## src/rtl/pwt_pkg.sv

```systemverilog
package pwt_pkg;

    // Word addresses of the register file.
    localparam logic [1:0] A_MODE  = 2'd0;
    localparam logic [1:0] A_COUNT = 2'd1;
    localparam logic [1:0] A_STAT  = 2'd2;

    // Bit positions in the mode and status words.
    localparam int B_IE   = 8;
    localparam int B_CONT = 10;
    localparam int B_EN   = 12;
    localparam int B_WDE  = 15;
    localparam int B_PIN  = 8;

    // Offset of the prescale field in the count word.
    localparam int PRESC_LSB = 16;

    // Keepalive byte expected in the top write lane.
    localparam logic [7:0] KICK_CODE = 8'hA5;

    typedef struct packed {
        logic wde;
        logic en;
        logic cont;
        logic ie;
    } mode_t;

    typedef struct packed {
        logic load;  // load both stages from the programmed fields
        logic run;   // stages advance
    } stage_ctl_t;

    function automatic logic [31:0] lane_mask(input logic [3:0] be);
        logic [31:0] m;
        for (int i = 0; i < 4; i++) begin
            m[8*i +: 8] = {8{be[i]}};
        end
        return m;
    endfunction

    function automatic logic [31:0] lane_merge(input logic [31:0] old_w,
                                               input logic [31:0] new_w,
                                               input logic [3:0]  be);
        logic [31:0] m;
        m = lane_mask(be);
        return (old_w & ~m) | (new_w & m);
    endfunction

    function automatic logic [31:0] mode_word(input mode_t m);
        logic [31:0] w;
        w         = '0;
        w[B_IE]   = m.ie;
        w[B_CONT] = m.cont;
        w[B_EN]   = m.en;
        w[B_WDE]  = m.wde;
        return w;
    endfunction

endpackage

```

## src/rtl/pwt_stage.sv

```systemverilog
module pwt_stage #(
    parameter int W = 16
) (
    input  logic         clk,
    input  logic         rst,
    input  logic         load,
    input  logic         step,
    input  logic [W-1:0] value,
    output logic         terminal
);

    logic [W-1:0] cnt_q;

    // A loaded value N reaches 1 after N-1 steps, so the stage lasts N
    // steps. 0 wraps through all ones and lasts 2^W steps.
    assign terminal = (cnt_q == W'(1));

    always_ff @(posedge clk) begin
        if (rst) begin
            cnt_q <= '0;
        end else if (load) begin
            cnt_q <= value;
        end else if (step) begin
            cnt_q <= terminal ? value : cnt_q - W'(1);
        end
    end

endmodule

```

## src/rtl/pwt_core.sv

```systemverilog
module pwt_core
    import pwt_pkg::*;
#(
    parameter int PRESC_W = 16,
    parameter int CNT_W   = 16
) (
    input  logic               clk,
    input  logic               rst,
    input  stage_ctl_t         ctl,
    input  logic [PRESC_W-1:0] presc,
    input  logic [CNT_W-1:0]   reload,
    output logic               expire
);

    logic p_term;
    logic c_term;

    pwt_stage #(.W(PRESC_W)) i_presc_stage (
        .clk      (clk),
        .rst      (rst),
        .load     (ctl.load),
        .step     (ctl.run),
        .value    (presc),
        .terminal (p_term)
    );

    pwt_stage #(.W(CNT_W)) i_period_stage (
        .clk      (clk),
        .rst      (rst),
        .load     (ctl.load),
        .step     (ctl.run & p_term),
        .value    (reload),
        .terminal (c_term)
    );

    // Both stages are at their last tick: this edge ends the interval.
    // Each stage reloads itself here.
    assign expire = ctl.run & p_term & c_term;

endmodule

```

## src/rtl/pwt_regs.sv

```systemverilog
module pwt_regs
    import pwt_pkg::*;
#(
    parameter int PRESC_W     = 16,
    parameter int CNT_W       = 16,
    parameter int SYNC_STAGES = 2
) (
    input  logic               clk,
    input  logic               rst,
    input  logic               bus_sel,
    input  logic               bus_wr,
    input  logic [1:0]         bus_addr,
    input  logic [3:0]         bus_be,
    input  logic [31:0]        bus_wdata,
    output logic [31:0]        bus_rdata,
    input  logic               pin_i,
    input  logic               core_expire,
    output mode_t              mode_q,
    output logic [PRESC_W-1:0] presc_q,
    output logic [CNT_W-1:0]   reload_q,
    output logic               flag_q,
    output stage_ctl_t         ctl,
    output logic               expire_q,
    output logic               wdt_req_q
);

    logic        wr_mode;
    logic        wr_count;
    logic        wr_stat;
    logic        lane1;
    logic        kick;
    logic        hw_stop;
    mode_t       mode_d;
    logic [31:0] cnt_word;
    logic [31:0] cnt_new;
    logic [SYNC_STAGES-1:0] sync_q;

    assign wr_mode  = bus_sel & bus_wr & (bus_addr == A_MODE);
    assign wr_count = bus_sel & bus_wr & (bus_addr == A_COUNT);
    assign wr_stat  = bus_sel & bus_wr & (bus_addr == A_STAT);
    assign lane1    = wr_mode & bus_be[1];

    // Expiry halts the counter in one-shot and watchdog operation.
    assign hw_stop  = core_expire & (mode_q.wde | ~mode_q.cont);

    always_comb begin
        mode_d = mode_q;
        if (lane1) begin
            mode_d.ie   = bus_wdata[B_IE];
            mode_d.cont = bus_wdata[B_CONT];
            mode_d.en   = bus_wdata[B_EN] | (mode_q.wde & mode_q.en);
            mode_d.wde  = bus_wdata[B_WDE] | mode_q.wde;
        end
        if (hw_stop) begin
            mode_d.en = 1'b0;
        end
    end

    assign kick = wr_mode & bus_be[3] & (bus_wdata[31:24] == KICK_CODE)
                & mode_q.wde & mode_q.en;

    assign ctl.load = (mode_d.en & ~mode_q.en) | kick;
    assign ctl.run  = mode_q.en;

    always_ff @(posedge clk) begin
        if (rst) begin
            mode_q <= '0;
        end else begin
            mode_q <= mode_d;
        end
    end

    // Count register with per-lane writes.
    always_comb begin
        cnt_word                       = '0;
        cnt_word[PRESC_LSB +: PRESC_W] = presc_q;
        cnt_word[0 +: CNT_W]           = reload_q;
    end

    assign cnt_new = lane_merge(cnt_word, bus_wdata, bus_be);

    always_ff @(posedge clk) begin
        if (rst) begin
            presc_q  <= '0;
            reload_q <= '0;
        end else if (wr_count) begin
            presc_q  <= cnt_new[PRESC_LSB +: PRESC_W];
            reload_q <= cnt_new[0 +: CNT_W];
        end
    end

    // Expiry flag: set has priority over write-one-to-clear.
    always_ff @(posedge clk) begin
        if (rst) begin
            flag_q <= 1'b0;
        end else if (core_expire) begin
            flag_q <= 1'b1;
        end else if (wr_stat & bus_be[0] & bus_wdata[0]) begin
            flag_q <= 1'b0;
        end
    end

    always_ff @(posedge clk) begin
        if (rst) begin
            expire_q  <= 1'b0;
            wdt_req_q <= 1'b0;
        end else begin
            expire_q  <= core_expire;
            wdt_req_q <= core_expire & mode_q.wde;
        end
    end

    // Pin synchronizer chain.
    for (genvar g = 0; g < SYNC_STAGES; g++) begin : g_sync
        always_ff @(posedge clk) begin
            if (rst) begin
                sync_q[g] <= 1'b0;
            end else if (g == 0) begin
                sync_q[g] <= pin_i;
            end else begin
                sync_q[g] <= sync_q[(g == 0) ? 0 : g-1];
            end
        end
    end

    always_comb begin
        bus_rdata = '0;
        if (bus_sel) begin
            case (bus_addr)
                A_MODE:  bus_rdata = mode_word(mode_q);
                A_COUNT: bus_rdata = cnt_word;
                A_STAT: begin
                    bus_rdata[0]     = flag_q;
                    bus_rdata[B_PIN] = sync_q[SYNC_STAGES-1];
                end
                default: bus_rdata = '0;
            endcase
        end
    end

endmodule

```

## src/rtl/prescaled_wdog_timer.sv

```systemverilog
module prescaled_wdog_timer
    import pwt_pkg::*;
#(
    parameter int PRESC_W     = 16,
    parameter int CNT_W       = 16,
    parameter int SYNC_STAGES = 2
) (
    input  logic        clk,
    input  logic        rst,
    input  logic        bus_sel,
    input  logic        bus_wr,
    input  logic [1:0]  bus_addr,
    input  logic [3:0]  bus_be,
    input  logic [31:0] bus_wdata,
    output logic [31:0] bus_rdata,
    input  logic        pin_i,
    output logic        expire_o,
    output logic        irq_o,
    output logic        wdt_rst_o
);

    mode_t              mode_q;
    logic [PRESC_W-1:0] presc_q;
    logic [CNT_W-1:0]   reload_q;
    logic               status_flag;
    stage_ctl_t         ctl;
    logic               core_expire;
    logic               mode_en;
    logic               mode_wde;

    pwt_regs #(
        .PRESC_W     (PRESC_W),
        .CNT_W       (CNT_W),
        .SYNC_STAGES (SYNC_STAGES)
    ) i_regs (
        .clk         (clk),
        .rst         (rst),
        .bus_sel     (bus_sel),
        .bus_wr      (bus_wr),
        .bus_addr    (bus_addr),
        .bus_be      (bus_be),
        .bus_wdata   (bus_wdata),
        .bus_rdata   (bus_rdata),
        .pin_i       (pin_i),
        .core_expire (core_expire),
        .mode_q      (mode_q),
        .presc_q     (presc_q),
        .reload_q    (reload_q),
        .flag_q      (status_flag),
        .ctl         (ctl),
        .expire_q    (expire_o),
        .wdt_req_q   (wdt_rst_o)
    );

    pwt_core #(
        .PRESC_W (PRESC_W),
        .CNT_W   (CNT_W)
    ) i_core (
        .clk     (clk),
        .rst     (rst),
        .ctl     (ctl),
        .presc   (presc_q),
        .reload  (reload_q),
        .expire  (core_expire)
    );

    assign mode_en  = mode_q.en;
    assign mode_wde = mode_q.wde;
    assign irq_o    = status_flag & mode_q.ie;

endmodule

```

## config.mk

```make
export PLATFORM = sky130hd
export DESIGN_NAME = prescaled_wdog_timer
export DESIGN_NICKNAME = d
export VERILOG_FILES = /design/src/rtl/pwt_pkg.sv /design/src/rtl/pwt_stage.sv /design/src/rtl/pwt_core.sv /design/src/rtl/pwt_regs.sv /design/src/rtl/prescaled_wdog_timer.sv
export SDC_FILE = /design/constraint.sdc
export NUM_CORES = 1
export LEC_CHECK = 0
export CORE_MARGIN = 5
export CORE_UTILIZATION = 60
export CTS_CLUSTER_DIAMETER = 50
export DETAILED_ROUTE_END_ITERATION = 10
export DONT_BUFFER_PORTS = 1
export PLACE_DENSITY = 0.81
export SLEW_MARGIN = 20
export SYNTH_ARGS = -nofsm -noshare
export SYNTH_HDL_FRONTEND = slang
export SYNTH_SLANG_ARGS = --single-unit
```

## constraint.sdc

```tcl
create_clock -name clk -period 4.8 [get_ports clk]
set_input_delay 0.96 -clock clk [delete_from_list [all_inputs] [get_ports clk]]
set_output_delay 0.96 -clock clk [all_outputs]
set_load 0.005 [all_outputs]
```

== Word-level counts from Yosys, hierarchy flattened ==
Index checks and enable logic that the tools add are counted.

* Input bits: 43
* Word-level logic and storage cells: 67
* Output and inout bits: 35
* Bits in registers: 73

* Mux-type cells: 15
* Equal/unequal tests: 5
* Reductions and logical operators: 4
* Bitwise logic cells: 28
* Add/subtract/negate cells: 2

{| class="wikitable"
|+ Operators by type and width
! cell !! number
|-
| $mux 16 || 6
|-
| $and 32x32->32 || 2
|-
| $pmux 23 s2 || 1
|-
| $eq 16x1->1 const B || 2
|-
| $mux 32 || 1
|-
| $not 32->32 || 1
|-
| $or 32x32->32 || 1
|-
| $sub 16x1->16 const B || 2
|-
| $and 1x1->1 || 18
|-
| $eq 8x8->1 const B || 1
|-
| $mux 7 || 1
|-
| $reduce_bool 2->1 || 3
|-
| $or 1x1->1 || 4
|-
| $mux 1 || 3
|-
| $mux 3 || 1
|-
| $pmux 1 s3 || 1
|-
| $eq 2x1->1 const B || 1
|-
| $eq 2x2->1 const B || 1
|-
| $logic_not 2->1 || 1
|-
| $not 1->1 || 2
|-
| $pmux 1 s2 || 1
|}

== Depth between registers and ports, before layout ==
Gate-level depths: netlist (run 1).

* Depth after elaboration: 8
* Mapped depth: 11
* Depth with buffers taken out: 8

== Cells and area by module ==
From an unflattened synthesis (run 1), not the netlist that was laid out.

* Cell total of the unflattened synthesis: 511
* Area, all modules: 4,020.1 µm²

{| class="wikitable"
|+ Modules (own cells, without submodules)
! module !! times used !! cells each !! area each (µm²) !! sequential area each (µm²)
|-
| pwt_regs || 1 || 239 || 1,878.1 || 820.8
|-
| pwt_stage at i_core.i_period_stage || 1 || 138 || 1,093.5 || 320.3
|-
| pwt_stage at i_core.i_presc_stage || 1 || 131 || 1,029.7 || 320.3
|-
| pwt_core || 1 || 2 || 12.5 || 0.0
|-
| prescaled_wdog_timer || 1 || 1 || 6.3 || 0.0
|}

== Least setup slack after synthesis (run 1) ==
Ideal clock, no wire load.

* Kind: input to register
* From: input bus_addr[0]
* To: register i_core.i_presc_stage.cnt_q[10]
* Path slack: 2.091 ns
* Stages: 10
* Path buffers: 3
* Data arrival time: 2.635 ns
* Data required time: 4.726 ns
* Path through: inv_1 ha_1 and4_1 clkbuf_1 nand3b_1 nand3_1 clkbuf_1 clkbuf_1 nand3_1 a31oi_1

* Word-level cells in the longest chain between the ends: 8

{| class="wikitable"
|+ RTL lines
! item !! RTL line !! source
|-
| from (decl) || prescaled_wdog_timer.sv:12 || <nowiki>input logic [1:0] bus_addr,</nowiki>
|-
| $logic_not 2->1 * || pwt_regs.sv:38 || <nowiki>assign wr_mode = bus_sel & bus_wr & (bus_addr == A_MODE);</nowiki>
|-
| $and 1x1->1 * || pwt_regs.sv:38 ||
|-
| $and 1x1->1, on equally long branches || pwt_regs.sv:41, pwt_regs.sv:59 ||
|-
| $mux 3 or $and 1x1->1 (tied branches) || pwt_regs.sv:48, pwt_regs.sv:59 ||
|-
| $mux 1 or $and 1x1->1 (tied branches) || pwt_regs.sv:54, pwt_regs.sv:60 ||
|-
| $and 1x1->1, on equally long branches || pwt_regs.sv:62, pwt_regs.sv:60 ||
|-
| $or 1x1->1 * || pwt_regs.sv:62 || <nowiki>assign ctl.load = (mode_d.en & ~mode_q.en) | kick;</nowiki>
|-
| $mux 16 or $reduce_bool 2->1 (tied branches) || -- ||
|-
| to (signal assigned) || pwt_stage.sv:22 || <nowiki>cnt_q <= value;</nowiki>
|-
| to (signal assigned) || pwt_stage.sv:24 || <nowiki>cnt_q <= terminal ? value : cnt_q - W'(1);</nowiki>
|-
| to (decl) || pwt_stage.sv:12 || <nowiki>logic [W-1:0] cnt_q;</nowiki>
|}

Every way passes the cells marked *; elsewhere a longest branch is shown, timed or not.
A chain may end at the register's enable or synchronous reset.

== Worst setup path in the final report (run 1) ==
* From: input bus_addr[1]
* To: output bus_rdata[8]

* Word-level cells in the longest chain between the ends: 3

{| class="wikitable"
|+ RTL lines
! item !! RTL line !! source
|-
| $eq 2x2->1, or another cell as far along || pwt_regs.sv:129 || <nowiki>case (bus_addr)</nowiki>
|-
| $pmux 1 s3 * || pwt_regs.sv:129 ||
|-
| $mux 32 * || pwt_regs.sv:128 || <nowiki>if (bus_sel) begin</nowiki>
|-
| to (decl) || prescaled_wdog_timer.sv:15 || <nowiki>output logic [31:0] bus_rdata,</nowiki>
|}

Marked as above.

==> results of run 1 <==
[how the worst max path moves through the flow]
| stage | startpoint | end | slack (ns) |
|---|---|---|---|
| after floorplan | bus_addr[0] | i_core.i_presc_stage.cnt_q[10] | 2.09 |
| after global placement | bus_addr[1] | bus_rdata[8] | 1.62 |
| after detailed placement | bus_addr[1] | bus_rdata[8] | 1.55 |
| after CTS | bus_addr[1] | bus_rdata[8] | 1.55 |
| after global routing | bus_addr[1] | bus_rdata[8] | 1.36 |
| final | bus_addr[1] | bus_rdata[8] | 1.54 |
[layout make-up]
cell class                 count  share of cell area, %
clock buffer                   9                   3.05
inverter                      11                   1.02
tap                           77                   2.37
multi-input combinational    396                   55.7
sequential                    73                   35.9
timing repair buffer           1                  0.185
clock inverter                 7                   1.75
[layout by cell type, fill, tap and decap left out, types with 5 or more instances in the layout]
master,count
o32ai_1,5
and2_1,8
a22oi_1,5
clkbuf_8,9
a31oi_1,11
o21ai_0,13
dfxtp_1,73
a21oi_1,64
nand2_1,103
nor3_1,12
and3_1,32
inv_1,11
ha_1,8
nand3_1,9
nor2_1,28
nand4_1,7
a32oi_1,6
nand3b_1,7
nor2b_1,7
o21ai_1,14
nor4_1,7
[logic make-up after synthesis]
group                    Yosys count  synth area share (%)
AND/OR/NAND/NOR                  255                  35.0
AO/OA/AOI/OAI                    129                  19.1
flip-flops                        73                  37.2
buffers and inverters             44                  5.19
adder cells (fa/ha/maj)            8                  2.55
multiplexers                       4                  1.02
[power breakdown]
part,switching (W),total (W),internal [W]
clock network,0.000243,0.000481,0.000239
registers,0.00000980,0.000624,0.000614
logic,0.0000546,0.0000894,0.0000348
[per-stage QoR]
step | instances | setup WS, ns | cell area (sq um) | hold WS (ns) | utilization (%)
5_1_grt | 574 | 1.36 | 4070 | 0.464 | 64.0
2_1_floorplan | 513 | 2.09 | 3930 | 0.414 | -
6_report | 574 | 1.54 | 4070 | 0.452 | 64.0
4_1_cts | 574 | 1.55 | 4070 | 0.453 | 64.0
3_5_place_dp | 558 | 1.55 | 3870 | 0.443 | 61.0
3_3_place_gp | 558 | 1.62 | 3870 | 0.429 | 61.0
[per-layer routing]
layer | vias up | share of wire (%) | routed length (microns)
met5 | - | 0 | 0
met4 | 0 | 1.3 | 139
met3 | 14 | 10 | 1050
met2 | 184 | 44 | 4520
met1 | 1724 | 45 | 4590
li1 | 1799 | - | -
[worst reg2reg max path, cell delays in order, from the launching register on]
cell     delay, ns
dfxtp_1       0.47
nor4b_1       0.49
and4_1        0.50
nand2_1       0.25
nand2_1       0.40
nand2_1       0.16
a31oi_1       0.18
==> flow_summary.toml, run 1 <==
[placement]
gp_congestion = 0.897
port_buffers = 0
dp_hpwl_microns = 7330

[route]
drt_iter0_drc = 470
wl_per_cell_microns = 18.0
first_pass_iters = 6
num_vias = 3721
drcViolationCount = 0
wirelength_microns = 10300
drtAntennaViolNets = 0
detail_route.vias_per_cell = 6.48

[sta]
skew_ns = 0.0111
period_share_pct = 67.9
max_freq_mhz = 307
finalHoldViolCount = 0
setup_viol = 0
slew_violations = 0
rsz0062_at_grt = "false"
period_minus_slack_ns = 3.26
worst_pin_slew_ns = 0.967
max-slew-margin-rel_pct = 35.4
setup_tns_ns = 0

[critical_path]
path_class = "input pin to primary output"
path_delay_family = "adder cells"
arrival_ns = 2.30
path_buf_inv = 1
endpoint_kind = "primary output"
worstReg2RegEnd = "i_core.i_period_stage.cnt_q[13]"
cp.required_ns = 3.84
worstRegToRegCells = 6
crit_path_max_fanout = 33
r2r_slack_ns = 2.28
crit_path_cell_trace = "inv_1 > ha_1 > a222oi_1 > nor3b_1"
crit_slowest_cell = "ha_1"
startpoint_type = "input pin"
worstReg2RegStart = "i_regs.ctl[0]"
path_depth = 4
slowest_delay_ns = 0.73

[layout]
fin_nets = 543
area.growth.synth_to_final_pct = 3.47
n_antenna_cell = 0
multiInputGateArea_sq_um = 2260
drive_above_1_share_pct = 5.84
fillers = 532
seqCellArea_sq_um = 1460

[clocking]
cts_setup_buffers = 0
cts_buffers = 9
cts_tree = "built"
clk_latency_ns = 0.36
clockBufferDepth = 2
ctsHoldBuffers = 0
post_cts_resize_count = 0
cts_max_level = 3
clock-sinks = 73
clk_pin_slew_ns = 0.07
clockRootBuffer = "clkbuf_8"

[logic_synthesis]
synthFlopType = "dfxtp_1"
synth-edff-count = 0
synthTopCellsByCount = "nand2_1, dfxtp_1, a21oi_1"
synth-seq-cells = 73
synthCells = 513
netlist_area_sq_um = 3930
avgSynthCellArea_sq_um = 7.66
ys_warn_count = 0
synth_area_leaders = "dfxtp_1, nand2_1, a21oi_1"
yosysTopAreaCellShare_pct = 37.2
synth.most_common_cell = "nand2_1"
synth_fp_nets = 564
yosysTopAreaCell = "dfxtp_1"
ys_async_sr_fraction_pct = 0
synth_seq_area_share_pct = 37.2
synth.distinct_cells = 55

[power]
p_total_w = 0.00119
p_leak_nw = 1.51
vdd_drop_max_mv = 0.266
powerDensity_nw_per_um2 = 294

[floorplanning]
die_h_microns = 90.9
rows = 29
initial_core_util_pct = 61.9
die_area_sq_um = 8270
die_w_microns = 90.9
core_area_sq_um = 6350
top_level_ports = 78

[grt]
antenna_found_initial = 0
grt_usage_pct = 24.2
grt-ovfl-total = 0
grt_max_degree = 78
grtUsageMet2_pct = 35.4
gr-usage-met3_pct = 7.77
first_global_vias = 3432
busiest_layer = "met2"
use_met1_pct = 33.8
grt_pass1_wl_microns = 16700

[run_status]
status = "completed"

[job]
drv_cap = 0

[hold_path]
min_from = "i_regs.sync_q[0]"
hold_depth = 1
worstHoldPathType = "register to register"
min_delay_worst_endpoint = "i_regs.sync_q[1]"
Note: power is estimated with default switching activity, not from simulation.
==> inputs of run 2 (changes only) <==
- clock period: 4.8 -> 3.2 ns (I/O delays scaled with it)
==> run 2 against run 1 <==
Wire length up 4.6%. Worst hold slack worse by 0.092 ns. Final cell count grew 0.52%. Via count rose by 3.0%. Non-clock buffer count is 3 higher. First-iteration DRC count is 3.2% higher. Worst setup slack got worse by 0.80 ns. Sequential share of layout area shrank 0.19 points. Clock-buffer cell count stayed put. Combinational power grew 52%. Sequential power rose by 50%. Flip-flop and latch count stayed put. Critical path type is now register to register.
==> flow_summary.toml, run 2 (synthesis results as in run 1) <==
[grt]
grt_max_degree = 78
grt_usage_pct = 25.3
first_global_vias = 3478
antenna_found_initial = 0
grt-ovfl-total = 0
grt_pass1_wl_microns = 17400

[layout]
n_antenna_cell = 0
instances_no_fill = 577
final_common_cell = "nand2_1"
area.growth.synth_to_final_pct = 4.01
design_area_sq_um = 4090
fillers = 543
layout_common_cells = "nand2_1, dfxtp_1, a21oi_1"
fin_nets = 546
drive_above_1_share_pct = 6.40

[placement]
dp_hpwl_microns = 7630
place_area_sq_um = 3890
pre_cts_slack_ns = 0.500
dp_cells = 561
port_buffers = 0
gp_congestion = 0.884

[sta]
worst_slack_ns = 0.738
setup_viol = 0
max-slew-margin-rel_pct = 58.4
max_freq_mhz = 406
rsz0062_at_grt = "false"
period_minus_slack_ns = 2.46
setup_tns_ns = 0
worst_pin_slew_ns = 0.625
skew_ns = 0.00679
slew_violations = 0
period_share_pct = 76.9
finalHoldViolCount = 0

[power]
p_total_w = 0.00179
powerDensity_nw_per_um2 = 438
vdd_drop_max_mv = 0.372
p_leak_nw = 1.53

[clocking]
cts_max_level = 3
clock-sinks = 73
clk_latency_ns = 0.35
cts_buffers = 9
post_cts_resize_count = 0
clk_pin_slew_ns = 0.08
clockBufferDepth = 2
clockRootBuffer = "clkbuf_8"
cts_setup_buffers = 0
cts_tree = "built"
ctsHoldBuffers = 0

[critical_path]
crit_path_max_fanout = 12
startpoint_type = "register"
crit_top_cell = "nand2_1"
path_class = "register to register"
crit_slowest_cell = "and4_1"
crit_path_cell_trace = "nor4b_1 > and4_1 > nand2_1 > nand2_1 > nand2_1 > a31oi_1"
arrival_ns = 2.74
endpoint_kind = "register"
r2r_slack_ns = 0.74
slowest_delay_ns = 0.50
cp.required_ns = 3.48
worstRegToRegCells = 6

[route]
wl_per_cell_microns = 18.7
detail_route.vias_per_cell = 6.64
first_pass_iters = 5
num_vias = 3832
drt_iter0_drc = 485
drcViolationCount = 0
drtAntennaViolNets = 0
wirelength_microns = 10800

[floorplanning]
rows = 29
core_area_sq_um = 6350
die_w_microns = 90.9
top_level_ports = 78
die_area_sq_um = 8270
initial_core_util_pct = 61.9
die_h_microns = 90.9

[hold_path]
worstHoldPathType = "input pin to register"
hold_depth = 1

[run_status]
status = "completed"

[job]
drv_cap = 0
[run 2: worst max-delay path, delay by kind of cell, from the launching register on]
kind,cells,cell delay (ns)
AND/OR/NAND/NOR,5,1.74
flip-flops,1,0.45
AO/OA/AOI/OAI,1,0.18
[run 2: per-stage QoR]
stage	hold slack (ns)	utilization [%]
final	0.360	64.4
after global routing	0.345	64.4
after CTS	0.355	64.4
after detailed placement	0.429	61.3
after global placement	0.423	61.3
after floorplan	0.414	-
[run 2: cell type report]
| class | instances | area (sq um) | area share (%) |
|---|---|---|---|
| clock buffer | 9 | 124 | 3.03 |
| clock inverter | 7 | 70.1 | 1.71 |
| inverter | 11 | 41.3 | 1.01 |
| multi-input combinational | 396 | 2260 | 55.4 |
| sequential | 73 | 1460 | 35.8 |
| tap | 77 | 96.3 | 2.36 |
| timing repair buffer | 4 | 30.0 | 0.735 |
[run 2: final timing paths]
kind                          from                               to
setup reg to reg     i_regs.ctl[0]  i_core.i_period_stage.cnt_q[15]
setup / recovery     i_regs.ctl[0]  i_core.i_period_stage.cnt_q[15]
hold reg to reg   i_regs.sync_q[0]                 i_regs.sync_q[1]
hold / removal                 rst    i_core.i_presc_stage.cnt_q[3]
[run 2: per-layer routing]
layer,vias up,global-route usage (%),wire [microns]
met5,-,0,0
li1,1802,-,-
met2,225,37.0,4760
met3,30,8.84,1180
met1,1775,35.1,4640
met4,0,7.82,207
[run 2: where the power goes]
part | switching (W) | internal (W)
clock | 0.000359 | 0.000360
combinational | 0.0000823 | 0.0000537
sequential | 0.0000151 | 0.000921
